==> src/rtl/adcseq_pkg.sv <==
package adcseq_pkg;

    localparam int FRAME_W   = 16;
    localparam int TAG_W     = 4;
    localparam int CMD_SHIFT = 4;

    localparam logic [1:0] SEQ_OFF = 2'b00;

    typedef struct packed {
        logic [1:0] pwr;
        logic       rng;
        logic       cod;
    } cfg_t;

    typedef enum logic [2:0] {
        ST_IDLE,
        ST_CMD_GO,
        ST_CMD_RUN,
        ST_RD_GO,
        ST_RD_RUN
    } ctl_e;

    function automatic logic [FRAME_W-1:0] make_cmd(logic [2:0] ch, cfg_t c, logic [1:0] seq);
        logic [11:0] w;
        w       = '0;
        w[11]   = 1'b1;
        w[10]   = seq[1];
        w[8:6]  = ch;
        w[5:4]  = c.pwr;
        w[3]    = seq[0];
        w[1]    = c.rng;
        w[0]    = c.cod;
        return {w, {CMD_SHIFT{1'b0}}};
    endfunction

endpackage

==> src/rtl/adcseq_pick.sv <==
module adcseq_pick #(
    parameter int N  = 8,
    parameter int CW = 3
) (
    input  logic [N-1:0]  req,
    output logic          any,
    output logic [CW-1:0] idx
);
    always_comb begin
        any = |req;
        idx = '0;
        for (int i = N - 1; i >= 0; i--) begin
            if (req[i]) idx = CW'(i);
        end
    end
endmodule

==> src/rtl/adcseq_frame.sv <==
module adcseq_frame
    import adcseq_pkg::*;
#(
    parameter int HALF = 2
) (
    input  logic               clk,
    input  logic               rst,
    input  logic               go,
    input  logic [FRAME_W-1:0] tx_word,
    input  logic               miso,
    output logic               ready,
    output logic               done,
    output logic [FRAME_W-1:0] rx_word,
    output logic               cs_n,
    output logic               sclk,
    output logic               mosi
);
    localparam int HC_W     = (HALF > 1) ? $clog2(HALF) : 1;
    localparam int GAP_CLKS = 4 * HALF;
    localparam int GC_W     = $clog2(GAP_CLKS + 1);
    localparam int LAST_PH  = 2 * FRAME_W;

    logic               active;
    logic [HC_W-1:0]    hc;
    logic [5:0]         ph;
    logic [FRAME_W-1:0] sh;
    logic [GC_W-1:0]    gap_cnt;

    assign ready = !active && (gap_cnt == '0);

    always_ff @(posedge clk) begin
        if (rst) begin
            active  <= 1'b0;
            cs_n    <= 1'b1;
            sclk    <= 1'b1;
            mosi    <= 1'b0;
            hc      <= '0;
            ph      <= '0;
            sh      <= '0;
            rx_word <= '0;
            gap_cnt <= '0;
            done    <= 1'b0;
        end else begin
            done <= 1'b0;
            if (!active) begin
                if (gap_cnt != '0) begin
                    gap_cnt <= gap_cnt - 1'b1;
                end else if (go) begin
                    active <= 1'b1;
                    cs_n   <= 1'b0;
                    sh     <= tx_word;
                    hc     <= '0;
                    ph     <= '0;
                end
            end else if (hc != HC_W'(HALF - 1)) begin
                hc <= hc + 1'b1;
            end else begin
                hc <= '0;
                ph <= ph + 1'b1;
                if (ph == 6'(LAST_PH)) begin
                    active  <= 1'b0;
                    cs_n    <= 1'b1;
                    done    <= 1'b1;
                    gap_cnt <= GC_W'(GAP_CLKS - 1);
                end else if (!ph[0]) begin
                    sclk <= 1'b0;
                    mosi <= sh[FRAME_W-1];
                    sh   <= {sh[FRAME_W-2:0], 1'b0};
                end else begin
                    sclk    <= 1'b1;
                    rx_word <= {rx_word[FRAME_W-2:0], miso};
                end
            end
        end
    end

    // Chip-select high time seen from the pins
    logic [GC_W-1:0] cs_hi_cnt;
    always_ff @(posedge clk) begin
        if (rst) begin
            cs_hi_cnt <= GC_W'(GAP_CLKS);
        end else if (!cs_n) begin
            cs_hi_cnt <= '0;
        end else if (cs_hi_cnt != GC_W'(GAP_CLKS)) begin
            cs_hi_cnt <= cs_hi_cnt + 1'b1;
        end
    end

    AST_SCLK_IDLE_HIGH: assert property (@(posedge clk) disable iff (rst) cs_n |-> sclk);
    AST_CS_GAP_MIN: assert property (@(posedge clk) disable iff (rst)
        $fell(cs_n) |-> (cs_hi_cnt >= GC_W'(GAP_CLKS)));
    AST_MOSI_ON_FALL: assert property (@(posedge clk) disable iff (rst)
        !$stable(mosi) |-> $fell(sclk));
endmodule

==> src/rtl/adcseq_decode.sv <==
module adcseq_decode
    import adcseq_pkg::*;
#(
    parameter int CW  = 3,
    parameter int RES = 12
) (
    input  logic               clk,
    input  logic               rst,
    input  logic               done,
    input  logic [FRAME_W-1:0] rx_word,
    input  logic [CW-1:0]      exp_ch,
    output logic               valid,
    output logic               err,
    output logic [CW-1:0]      chan,
    output logic [RES-1:0]     data
);
    logic [TAG_W-1:0] tag;
    logic             match;

    assign tag   = rx_word[FRAME_W-1 -: TAG_W];
    assign match = (tag == {{(TAG_W-CW){1'b0}}, exp_ch});

    always_ff @(posedge clk) begin
        if (rst) begin
            valid <= 1'b0;
            err   <= 1'b0;
            chan  <= '0;
            data  <= '0;
        end else begin
            valid <= done && match;
            err   <= done && !match;
            if (done) begin
                chan <= exp_ch;
                if (match) data <= rx_word[11 -: RES];
            end
        end
    end

    AST_RESULT_EXCLUSIVE: assert property (@(posedge clk) disable iff (rst)
        $past(done) |-> (valid != err));
endmodule

==> src/rtl/adc_scan_seq.sv <==
module adc_scan_seq
    import adcseq_pkg::*;
#(
    parameter int NUM_CH    = 8,
    parameter int RES_BITS  = 12,
    parameter int SCLK_HALF = 2,
    localparam int CH_W     = $clog2(NUM_CH)
) (
    input  logic                clk,
    input  logic                rst,
    input  logic                scan_start,
    input  logic [NUM_CH-1:0]   chan_mask,
    input  logic [1:0]          pwr_mode,
    input  logic                range_sel,
    input  logic                coding_sel,
    output logic                scan_busy,
    output logic                smp_valid,
    output logic [CH_W-1:0]     smp_chan,
    output logic [RES_BITS-1:0] smp_data,
    output logic                tag_err,
    output logic                spi_cs_n,
    output logic                spi_sclk,
    output logic                spi_mosi,
    input  logic                spi_miso
);
    ctl_e               st;
    logic [NUM_CH-1:0]  pend;
    logic [NUM_CH-1:0]  mask_lat;
    logic [CH_W-1:0]    cur;
    cfg_t               cfg_q;

    logic [NUM_CH-1:0]  cur_oh;
    logic [NUM_CH-1:0]  pick_in;
    logic               pick_any;
    logic [CH_W-1:0]    pick_idx;

    logic               frm_go, frm_ready, frm_done;
    logic [FRAME_W-1:0] frm_tx, frm_rx;
    logic               accept;

    always_comb begin
        cur_oh      = '0;
        cur_oh[cur] = 1'b1;
    end

    assign pick_in = (st == ST_IDLE) ? chan_mask : (pend & ~cur_oh);

    adcseq_pick #(.N(NUM_CH), .CW(CH_W)) u_pick (
        .req (pick_in),
        .any (pick_any),
        .idx (pick_idx)
    );

    assign scan_busy = (st != ST_IDLE) || smp_valid || tag_err;
    assign accept    = scan_start && !scan_busy && pick_any;
    assign frm_go    = ((st == ST_CMD_GO) || (st == ST_RD_GO)) && frm_ready;
    assign frm_tx    = (st == ST_CMD_GO) ? make_cmd(3'(cur), cfg_q, SEQ_OFF) : '0;

    always_ff @(posedge clk) begin
        if (rst) begin
            st       <= ST_IDLE;
            pend     <= '0;
            mask_lat <= '0;
            cur      <= '0;
            cfg_q    <= '0;
        end else begin
            case (st)
                ST_IDLE: if (accept) begin
                    pend     <= chan_mask;
                    mask_lat <= chan_mask;
                    cur      <= pick_idx;
                    cfg_q    <= '{pwr: pwr_mode, rng: range_sel, cod: coding_sel};
                    st       <= ST_CMD_GO;
                end
                ST_CMD_GO:  if (frm_ready) st <= ST_CMD_RUN;
                ST_CMD_RUN: if (frm_done)  st <= ST_RD_GO;
                ST_RD_GO:   if (frm_ready) st <= ST_RD_RUN;
                ST_RD_RUN: if (frm_done) begin
                    pend <= pick_in;
                    if (pick_any) begin
                        cur <= pick_idx;
                        st  <= ST_CMD_GO;
                    end else begin
                        st  <= ST_IDLE;
                    end
                end
                default: st <= ST_IDLE;
            endcase
        end
    end

    adcseq_frame #(.HALF(SCLK_HALF)) u_frame (
        .clk     (clk),
        .rst     (rst),
        .go      (frm_go),
        .tx_word (frm_tx),
        .miso    (spi_miso),
        .ready   (frm_ready),
        .done    (frm_done),
        .rx_word (frm_rx),
        .cs_n    (spi_cs_n),
        .sclk    (spi_sclk),
        .mosi    (spi_mosi)
    );

    adcseq_decode #(.CW(CH_W), .RES(RES_BITS)) u_dec (
        .clk     (clk),
        .rst     (rst),
        .done    (frm_done && (st == ST_RD_RUN)),
        .rx_word (frm_rx),
        .exp_ch  (cur),
        .valid   (smp_valid),
        .err     (tag_err),
        .chan    (smp_chan),
        .data    (smp_data)
    );

    // Order tracking for the checks below
    logic            seen;
    logic [CH_W-1:0] last_ch;
    always_ff @(posedge clk) begin
        if (rst || accept) begin
            seen    <= 1'b0;
            last_ch <= '0;
        end else if (smp_valid || tag_err) begin
            seen    <= 1'b1;
            last_ch <= smp_chan;
        end
    end

    AST_BUSY_ON_TRIGGER: assert property (@(posedge clk) disable iff (rst)
        (scan_start && !scan_busy && (|chan_mask)) |=> scan_busy);
    AST_EMPTY_NOOP: assert property (@(posedge clk) disable iff (rst)
        (scan_start && !scan_busy && (chan_mask == '0)) |=> !scan_busy);
    AST_IGNORE_BUSY: assert property (@(posedge clk) disable iff (rst)
        (scan_start && scan_busy) |=> $stable(mask_lat));
    AST_RESULT_ENABLED: assert property (@(posedge clk) disable iff (rst)
        (smp_valid || tag_err) |-> mask_lat[smp_chan]);
    AST_ASCENDING: assert property (@(posedge clk) disable iff (rst)
        ((smp_valid || tag_err) && seen) |-> (smp_chan > last_ch));
endmodule

==> config.mk <==
export PLATFORM = sky130hd
export DESIGN_NAME = adc_scan_seq
export DESIGN_NICKNAME = d
export VERILOG_FILES = /design/src/rtl/adcseq_pkg.sv /design/src/rtl/adcseq_pick.sv /design/src/rtl/adcseq_frame.sv /design/src/rtl/adcseq_decode.sv /design/src/rtl/adc_scan_seq.sv
export SDC_FILE = /design/constraint.sdc
export NUM_CORES = 1
export LEC_CHECK = 0
export BUFFER_PORTS_ARGS = -buffer_cell sky130_fd_sc_hd__buf_2
export CAP_MARGIN = 15
export CORE_AREA = 2 2 100 102
export DETAILED_ROUTE_END_ITERATION = 8
export DIE_AREA = 0 0 102 104
export PLACE_DENSITY = 0.54
export RECOVER_POWER = 100
export SLEW_MARGIN = 20
export SYNTH_ARGS = -nofsm -noshare
export SYNTH_HDL_FRONTEND = slang
export SYNTH_SLANG_ARGS = --single-unit
export TNS_END_PERCENT = 50
==> constraint.sdc <==
create_clock -name clk -period 2.7 [get_ports clk]
set_input_delay 0.27 -clock clk [delete_from_list [all_inputs] [get_ports clk]]
set_output_delay 0.27 -clock clk [all_outputs]
set_load 0.01 [all_outputs]
==> results.ini, run 1 <==
[run_status]
status=completed

[floorplan]
start_util=0.379
boundaryPins=37
rows=36
dieArea_sq_mm=0.0106
die_width_um=102
core_sq_mm=0.00955
die_y_um=104

[sta]
slew_viol_final=0
maxSlewHeadroom=0.523
fin_tns_setup_ns=0
final-hold-violation-count=0
worst_clock_skew_ns=0.0114
fmax_ghz=0.411
setup_viol=0
min_period_ns=2.43
finalCritPeriodShare=0.900
worst_pin_slew_ns=0.713
rsz0062_at_grt=false

[synthesis]
synth_area_leader_cell=dfxtp_1
synth-adder-area-share=0.0138
yosys.area_share.simple=0.222
synth_edf_count=0
synth_top_family_by_area=simple AND/OR/NAND/NOR gates
syn_area_per_cell_sq_um=8.70
synth_xor_area_frac=0.0266
post-synth-top-area-fraction=0.437
synth_cell_types=53
yosys-top-cells-area=dfxtp_1 44%, mux2i_1 11%, nor2_1 8.0%
ys_warn_count=0
synth-compound-area-share=0.150
yosysSeqAreaShare=0.437
synth_ff_type=dfxtp_1
synthMuxAreaShare=0.111
syn-cell-area_sq_mm=0.00362
synth_nets=436
synthCells=416
synth-async-reset-ratio=0
ys_ff_latch=79

[finish]
regArea_sq_mm=0.00158
syn_to_final_growth_pct=13.2
num_antenna_cells=0
final_cells=584
drive_above_1_share=0.113
num-fill-cells=1030
multi_input_area_sq_mm=0.00188
nets=466

[routing]
vias=2995
wire_per_inst_um=13.8
drt_iter0_drc=100
first_pass_iters=4
route.detailed.drc=0
vias_per_cell=5.13
ant_nets=0
wl_um=8050

[placement]
dp_hpwl_um=5570
portBuffers=36
gp_congestion=0.832
dpl.cell_count=568

[cts]
cts_root_buffer=clkbuf_8
cts-resized-gates=0
path_clk_slew_ns=0.09
cts_tree=yes
htree_levels=3
clk_latency_ns=0.35
clk_path_buf_depth=2
cts_hold_buf=0
cts_buffers=9
cts_sinks=79
post_cts_buffers=0

[pwr]
vdd_drop_max_v=0.000273
leakage_nw=1.56
powerDensity_mw_per_mm2=864
p_total_w=0.00354

[global_routing]
grt_pass1_wl_um=13800
grt_max_degree=48
antenna_found_initial=0
grt-ovfl-total=0
grt_usage=0.162
grt_pass1_vias=2875

[run]
cap_violations=0

[setup_path]
worstPathRequired_ns=2.99
worstPathArrival_ns=2.72
crit_path_end_kind=flop
path_max_fanout=14
path_class=reg2reg
startpoint_type=flop

[worst_hold_path]
hp-class=in2reg

path summary, 6_finish.rpt:
| kind | from | end | slack, ns | depth (start not counted) |
|---|---|---|---|---|
| worst max-delay path | st[2] | pend[2] | 0.27 | 5 |
| worst min-delay path | pwr_mode[1] | cfg_q[3] | 0.16 | 3 |
| worst max register to register | st[2] | pend[2] | 0.27 | 5 |
| worst min register to register | u_frame.sh[14] | u_frame.sh[14] | 0.46 | 2 |
layout by cell type, fill, tap and decap left out, drive strengths merged, types with 3 or more instances in the layout:
cell    Yosys  routed
a211oi      7       7
a21oi      25      25
a221oi      7       7
a31oi       4       4
and3        3       3
buf        12      20
clkbuf     14      35
dfxtp      79      79
ha          4       4
inv         7       9
mux2i      39      39
nand2      27      27
nand3      10      10
nand3b      3       3
nor2       78      78
nor2b       4       4
nor3       20      20
nor3b       4       4
nor4        3       3
o21ai      15      15
o311a       3       3
o31ai       3       3
or2         4       4
or3         4       4
or3b        4       4
xor2        9       9
sequential cells by signal, summed over array words and instances, names as in the netlist:
signal           count
u_frame.sclk         1
u_dec.valid          1
u_frame.cs_n         1
u_frame.mosi         1
cur                  3
st                   3
u_frame.ph           6
u_frame.active       1
u_frame.done         1
cfg_q                4
u_frame.hc           1
u_frame.rx_word     16
u_dec.err            1
u_frame.gap_cnt      4
u_dec.chan           3
u_dec.data          12
u_frame.sh          12
pend                 8
logic make-up (layout without fill, tap and decap cells):
group,count (synthesis),after routing
multiplexers,40,40
XOR/XNOR,11,11
adder cells (fa/ha/maj),4,4
AO/OA/AOI/OAI,80,80
flip-flops,79,79
AND/OR/NAND/NOR,169,169
buffers and inverters,33,68
per-layer routing:
| metal | vias up | track usage | wire, um |
|---|---|---|---|
| met3 | 11 | 0.0276 | 352 |
| met2 | 69 | 0.239 | 3580 |
| met4 | 0 | 0.0705 | 120 |
| li1 | 1526 | - | - |
| met5 | - | 0 | 0 |
| met1 | 1389 | 0.231 | 3990 |
worst max-delay path, stage by stage, from the launching register on:
cell and delay, ns:
dfxtp_1 0.47, or3_1 0.57, a211oi_2 0.53, nor2_1 0.25, or3_1 0.42, a21oi_1 0.14
layout make-up:
cell class	count	share of cell area
Clock buffer	10	0.0312
Inverter	7	0.00642
Sequential cell	79	0.386
Clock inverter	6	0.0226
Multi-Input combinational cell	304	0.459
Timing Repair Buffer	45	0.0541
Tap cell	133	0.0406
per-stage QoR:
stage               area (sq um)  setup slack (ns)  utilization  hold slack, ns
finish                      4100             0.269        0.429           0.159
global route                4100             0.170        0.429           0.181
CTS                         4150             0.476        0.435           0.140
detailed placement          3930             0.504        0.412           0.447
global placement            3930             0.526        0.412           0.444
floorplan                   3620             0.583            -           0.406
cell usage after synthesis (6+ instances only):
cell,count
a21oi_1,25
dfxtp_1,79
mux2i_1,39
nand2_1,27
xor2_1,9
inv_1,7
clkbuf_1,14
o21ai_0,15
a221oi_1,7
nor2_1,77
a211oi_1,6
buf_2,9
nor3_1,19
nand3_1,10
where the power goes:
part | leakage (nW) | total, W | switching [W] | internal (W)
clock | 0.104 | 0.000981 | 0.000453 | 0.000528
combinational | 0.816 | 0.00103 | 0.000596 | 0.000436
sequential | 0.641 | 0.00153 | 0.000220 | 0.00131
Power figures use the tool's default switching activity.
==> inputs of run 2 (changes only) <==
- ABC_AREA: not set -> 1
- PLACE_DENSITY: 0.54 -> 0.53
==> run 2 against run 1 <==
Final cell count rose by 17%. Clock power rose by 0.6%. Power rose by 9.6%. Sequential share of layout area barely moved. Hold slack improved by 0.031 ns. Routed wire length rose by 1.3%. Via count rose by 8.4%. Flip-flop and latch count did not move.
==> results.ini, run 2 <==
[cts]
cts_root_buffer=clkbuf_8
cts_sinks=79  ; unchanged
cts_hold_buf=0  ; unchanged
cts_buffers=9  ; unchanged
clk_path_buf_depth=2  ; unchanged
cts-resized-gates=0  ; unchanged
htree_levels=3  ; unchanged
path_clk_slew_ns=0.08  ; about the same
post_cts_buffers=0  ; unchanged
clk_latency_ns=0.34  ; about the same
cts_tree=yes

[routing]
ant_nets=0  ; unchanged
route.detailed.drc=0  ; unchanged
wire_per_inst_um=12.0  ; -13%
wl_um=8150  ; +1.3%
vias_per_cell=4.77  ; -7.0%
vias=3247  ; +8.4%
first_pass_iters=4  ; unchanged
drt_iter0_drc=96  ; -4.0%

[placement]
dp_hpwl_um=5700  ; +2.4%
gp_congestion=0.855  ; +2.8%
dp_slack_ns=0.777  ; +0.273 ns
portBuffers=36  ; unchanged

[synthesis]
synth_ff_type=dfxtp_1
syn_area_per_cell_sq_um=7.10  ; -18%
synth_edf_count=0  ; unchanged
yosys.area_share.simple=0.259  ; +0.0373
ys_ff_latch=79  ; unchanged
synth_xor_area_frac=0.00729  ; -0.0193
yosys-top-cells-area=dfxtp_1 44%, nand2_1 10%, o21ai_0 7.6%
yosysMostFrequentCell=nand2_1
synth_cell_types=33  ; -38%
synth-async-reset-ratio=0  ; unchanged
synth_top_family_by_area=simple AND/OR/NAND/NOR gates
synth_area_leader_cell=dfxtp_1
synthTopCellsByCount=100 x nand2_1, 79 x dfxtp_1, 62 x inv_1
yosysSeqAreaShare=0.439  ; +0.00167
synth-compound-area-share=0.182  ; +0.0322
post-synth-top-area-fraction=0.439  ; +0.00167
synth-adder-area-share=0.0139  ; +0.0000528
syn-cell-area_sq_mm=0.00360  ; -0.38%
ys_warn_count=0  ; unchanged
synth_nets=528  ; +21%
synthMuxAreaShare=0  ; -0.111
synthCells=508  ; +22%

[setup_path]
worstPathArrival_ns=2.50  ; -0.22 ns
cp_common_cell=nand2_1
worstPathCellList=nor2_4 > nand2_1 > inv_8 > nand2_1 > nand2_1 > nand2_1 > nor2_2 > nand2_2 > nand2_1 > nand2_2 > nand3_2 > nand2_1 > nand2_1 > nor2_1
worstPathRequired_ns=2.94  ; -0.05 ns
path_max_fanout=10  ; -4
crit_path_end_kind=flop
cp_slowest_stage_delay_ns=0.36  ; -0.21 ns
path_class=reg2reg
r2r_start=st[0]
startpoint_type=flop
r2r_end=st[0]
crit_buf_inv=1  ; +1
r2r_slack_ns=0.44  ; +0.17 ns
crit_path_top_delay_cell=dfxtp_1
ff2ff_path_depth=14  ; +9
path_delay_family=simple AND/OR/NAND/NOR gates

[finish]
num_antenna_cells=0  ; unchanged
syn_to_final_growth_pct=13.7
num-fill-cells=1041  ; +1.1%
largest_register_ffs=16  ; unchanged
final_cell_mix=103 x nand2_1, 79 x dfxtp_1, 63 x inv_1
final_util=0.429  ; about the same
final_common_cell=nand2_1
top_register=u_frame.rx_word
biggestRegsByFlops=u_frame.rx_word: 16 flops, u_dec.data: 12 flops, u_frame.sh: 12 flops
drive_above_1_share=0.100  ; -0.0127
nets=563  ; +21%

[sta]
fmax_ghz=0.443  ; +7.6%
min_period_ns=2.26  ; -0.172 ns
slew_viol_final=0  ; unchanged
rsz0062_at_grt=false
finalCritPeriodShare=0.837  ; -0.0636
worst_clock_skew_ns=0.00732  ; -0.00406 ns
fin_tns_setup_ns=0  ; unchanged
whs_ns=0.190  ; +0.0307 ns
setup_viol=0  ; unchanged
final-hold-violation-count=0  ; unchanged
maxSlewHeadroom=0.444  ; -0.0787
layout_setup_ws_ns=0.441  ; +0.172 ns
worst_pin_slew_ns=0.834  ; +0.121 ns

[global_routing]
grt_pass1_wl_um=14300  ; +3.4%
antenna_found_initial=0  ; unchanged
grt_usage=0.166  ; +0.00391
grt_max_degree=34  ; -29%
grt_pass1_vias=3132  ; +8.9%
grt-ovfl-total=0  ; unchanged

[floorplan]
dieArea_sq_mm=0.0106  ; unchanged
start_util=0.377  ; -0.00144
core_sq_mm=0.00955  ; unchanged
rows=36  ; unchanged
die_width_um=102  ; unchanged
boundaryPins=37  ; unchanged
die_y_um=104  ; unchanged

[pwr]
powerDensity_mw_per_mm2=947  ; +9.5%
vdd_drop_max_v=0.000426  ; +56%
leakage_nw=1.70  ; +8.8%

[run]
cap_violations=0  ; unchanged

[worst_hold_path]
min_to=cfg_q[0]
hp-class=in2reg
holdPathStages=3  ; unchanged
min-delay-start=coding_sel

[run_status]
status=completed

==> run 2: logic make-up (layout without fill, tap and decap cells) <==
kind of cell | Yosys count | count (layout)
buf+inv | 87 | 127
xor+xnor | 3 | 3
fa+ha+maj | 4 | 4
flops | 79 | 79
compound gates | 121 | 121
simple gates | 214 | 214
==> run 2: metrics by stage <==
stage | cell area [sq um] | std cells | total power, W
detailed placement | 3930 | 665 | 0.00294
floorplan | 3600 | 508 | 0.00261
global placement | 3930 | 665 | 0.00293
finish | 4100 | 681 | 0.00388
global route | 4100 | 681 | 0.00420
CTS | 4150 | 681 | 0.00395
==> run 2: layer usage <==
metal,GRT usage,up-vias,routed length [um]
li1,-,1709,-
met1,0.207,1478,3860
met2,0.286,56,3960
met3,0.0410,4,271
met4,0.0371,0,67
met5,0,-,0
==> run 2: how the worst max path moves through the flow <==
stage | slack, ns | start | to | depth (start not counted)
2_1_floorplan | 1.09 | u_frame.ph[0] | u_frame.gap_cnt[2] | 9
3_3_place_gp | 0.80 | u_frame.active | u_frame.sh[5] | 6
3_5_place_dp | 0.78 | u_frame.active | u_frame.sh[8] | 6
4_1_cts | 0.76 | u_frame.active | u_frame.sh[8] | 6
5_1_grt | 0.20 | st[0] | pend[1] | 12
6_report | 0.44 | st[0] | st[0] | 14
==> run 2: layout make-up <==
type / instances / area, sq um / share of cell area
clock buffers: 12 / 145 / 0.0354
clock inverters: 4 / 77.6 / 0.0189
inverters: 68 / 268 / 0.0653
multi-input cells: 342 / 1650 / 0.403
flip-flops and latches: 79 / 1580 / 0.386
well taps: 133 / 166 / 0.0406
repair buffers: 43 / 210 / 0.0513
==> run 2: power breakdown <==
group	internal (W)	total (W)	switching [W]
Sequential	0.00132	0.00145	0.000124
Clock	0.000552	0.000987	0.000434
Combinational	0.000466	0.00144	0.000979
Total	0.00234	0.00388	0.00154
==> run 2: worst min-delay path, cell delays in order <==
cell	delay, ns
buf_2	0.08
o21ai_0	0.07
nor2_1	0.07
==> inputs of run 3 (changes only) <==
- ABC_AREA: 1 -> 0
- PLACE_DENSITY: 0.53 -> 0.56
- clock period: 2.7 -> 2 ns (I/O delays scaled with it)
==> run 3 against run 2 <==
Non-clock buffer count rose by 27. Global-route usage fell by 0.092 points. Final cell count fell by 11%. Clock power rose by 34%. Worst setup slack got worse by 0.33 ns. Power rose by 31%.
==> results.ini, run 3 (same netlist as run 1, synthesis figures left out) <==
[run_status]
status=completed

[setup_path]
r2r_end=u_frame.ph[4]
path_max_fanout=13  ; +3
crit_path_top_delay_cell=or3b_2
ff2ff_path_depth=8  ; -6
startpoint_type=flop
cp_slowest_stage_delay_ns=0.50  ; +0.14 ns
worstPathRequired_ns=2.27  ; -0.67 ns
worstPathArrival_ns=2.16  ; -0.34 ns
worstPathCellList=inv_1 > ha_1 > or3b_2 > nor2_4 > buf_6 > o2111ai_1 > xor2_1 > nor3_1
r2r_start=u_frame.gap_cnt[0]
r2r_slack_ns=0.11  ; -0.33 ns
path_delay_family=simple AND/OR/NAND/NOR gates
crit_buf_inv=2  ; +1
path_class=reg2reg
crit_path_end_kind=flop

[routing]
wl_um=8320  ; +2.0%
drt_iter0_drc=115  ; +20%
ant_nets=0  ; unchanged
route.detailed.drc=0  ; unchanged
vias=3087  ; -4.9%
first_pass_iters=4  ; unchanged
wire_per_inst_um=13.7  ; +14%
vias_per_cell=5.07  ; +6.3%

[cts]
htree_levels=3  ; unchanged
cts_sinks=79  ; unchanged
cts_root_buffer=clkbuf_8
cts_buffers=9  ; unchanged
cts_tree=yes
cts_hold_buf=0  ; unchanged
path_clk_slew_ns=0.09  ; about the same
post_cts_buffers=0  ; unchanged
clk_path_buf_depth=2  ; unchanged
clk_latency_ns=0.34  ; about the same

[worst_hold_path]
hp-class=in2reg
holdPathStages=3  ; unchanged
min-delay-start=range_sel
min_to=cfg_q[1]

[pwr]
powerDensity_mw_per_mm2=1170  ; +24%
vdd_drop_max_v=0.000523  ; +23%
leakage_nw=1.70  ; +0.28%

[floorplan]
die_width_um=102  ; unchanged
boundaryPins=37  ; unchanged
dieArea_sq_mm=0.0106  ; unchanged
core_sq_mm=0.00955  ; unchanged
start_util=0.379  ; +0.00144
die_y_um=104  ; unchanged
rows=36  ; unchanged

[finish]
num-fill-cells=1011  ; -2.9%
largest_register_ffs=16  ; unchanged
drive_above_1_share=0.174  ; +0.0740
biggestRegsByFlops=u_frame.rx_word: 16 flops, u_dec.data: 12 flops, u_frame.sh: 12 flops
num_antenna_cells=0  ; unchanged
top_register=u_frame.rx_word
final_cell_mix=78 x dfxtp_1, 75 x nor2_1, 39 x mux2i_1
syn_to_final_growth_pct=19.7
final_area_sq_mm=0.00433  ; +5.7%
nets=491  ; -13%
final_common_cell=dfxtp_1

[run]
cap_violations=0  ; unchanged

[sta]
min_period_ns=1.89  ; -0.372 ns
finalCritPeriodShare=0.943  ; +0.107
slew_viol_final=0  ; unchanged
worst_pin_slew_ns=0.443  ; -0.391 ns
rsz0062_at_grt=false
setup_viol=0  ; unchanged
fin_tns_setup_ns=0  ; unchanged
layout_setup_ws_ns=0.113  ; -0.328 ns
fmax_ghz=0.530  ; +20%
maxSlewHeadroom=0.697  ; +0.253
final-hold-violation-count=0  ; unchanged
worst_clock_skew_ns=0.0106  ; +0.00326 ns

[placement]
dp_hpwl_um=6020  ; +5.6%
dp_slack_ns=0.00488  ; -0.772 ns
portBuffers=36  ; unchanged
place_area_sq_mm=0.00413  ; +5.1%
gp_congestion=0.854  ; -0.19%

[global_routing]
grt-ovfl-total=0  ; unchanged
grt_usage=0.165  ; -0.000921
grt_pass1_wl_um=14200  ; -0.97%
grt_pass1_vias=2841  ; -9.3%
antenna_found_initial=0  ; unchanged
grt_max_degree=26  ; -24%

## run 3: changes by cell type in the layout (fill, tap and decap cells not counted), sizes merged, moves of 26 or more
cell and delta:
inv -59, buf +26, nand2 -87, o21ai -41, mux2i +39
## run 3: worst max path at each step
stage | from | cells past startpoint | endpoint | slack [ns]
after detailed placement | u_frame.gap_cnt[0] | 8 | u_frame.sh[10] | 0.005
after global placement | u_frame.gap_cnt[0] | 8 | u_frame.sh[4] | 0.08
after global routing | u_frame.gap_cnt[0] | 7 | u_frame.sh[12] | 0.004
after CTS | u_frame.gap_cnt[0] | 8 | u_frame.sh[4] | 0.04
after floorplan | u_frame.ph[0] | 9 | u_frame.rx_word[0] | 0.01
final | u_frame.gap_cnt[0] | 8 | u_frame.ph[4] | 0.11
## run 3: routing by layer
metal  global-route usage  vias to the layer above  part of all wire
met3               0.0296                        5             0.034
met4               0.0514                        0            0.0094
met1                0.245                     1448              0.51
met5                    0                        -                 0
met2                0.241                       48              0.44
li1                     -                     1586                 -
## run 3: power by group
part           switching [W]  total, W  internal [W]
clock network       0.000611   0.00132      0.000708
logic               0.000975   0.00180      0.000823
registers           0.000197   0.00196       0.00177
## run 3: tightest hold or removal path: cells and delay by family
kind	cells	cell delay, ns
buffers and inverters	1	0.08
and+or+nand+nor	1	0.07
muxes	1	0.05
## run 3: layout make-up
type / count / area (sq um) / area share
multi-input cells: 304 / 1920 / 0.444
clock buffers: 9 / 124 / 0.0286
inverters: 7 / 26.3 / 0.00606
clock inverters: 7 / 96.3 / 0.0222
well taps: 133 / 166 / 0.0384
repair buffers: 70 / 415 / 0.0959
flip-flops and latches: 79 / 1580 / 0.365
## run 3: stage by stage
step	hold slack, ns	instances	util	total power [W]
floorplan	0.336	416	-	0.00320
finish	0.0987	609	0.454	0.00508
global route	0.0867	609	0.454	0.00543
CTS	0.0799	609	0.456	0.00508
detailed placement	0.444	593	0.432	0.00376
global placement	0.439	593	0.432	0.00375
## run 3: timing repair
item / in CTS / in global routing
pin swaps: 0 / 1
endpoints found under the setup margin: 1 / 31
hold endpoints to repair: 0 / 0
gates resized for setup: 1 / 8
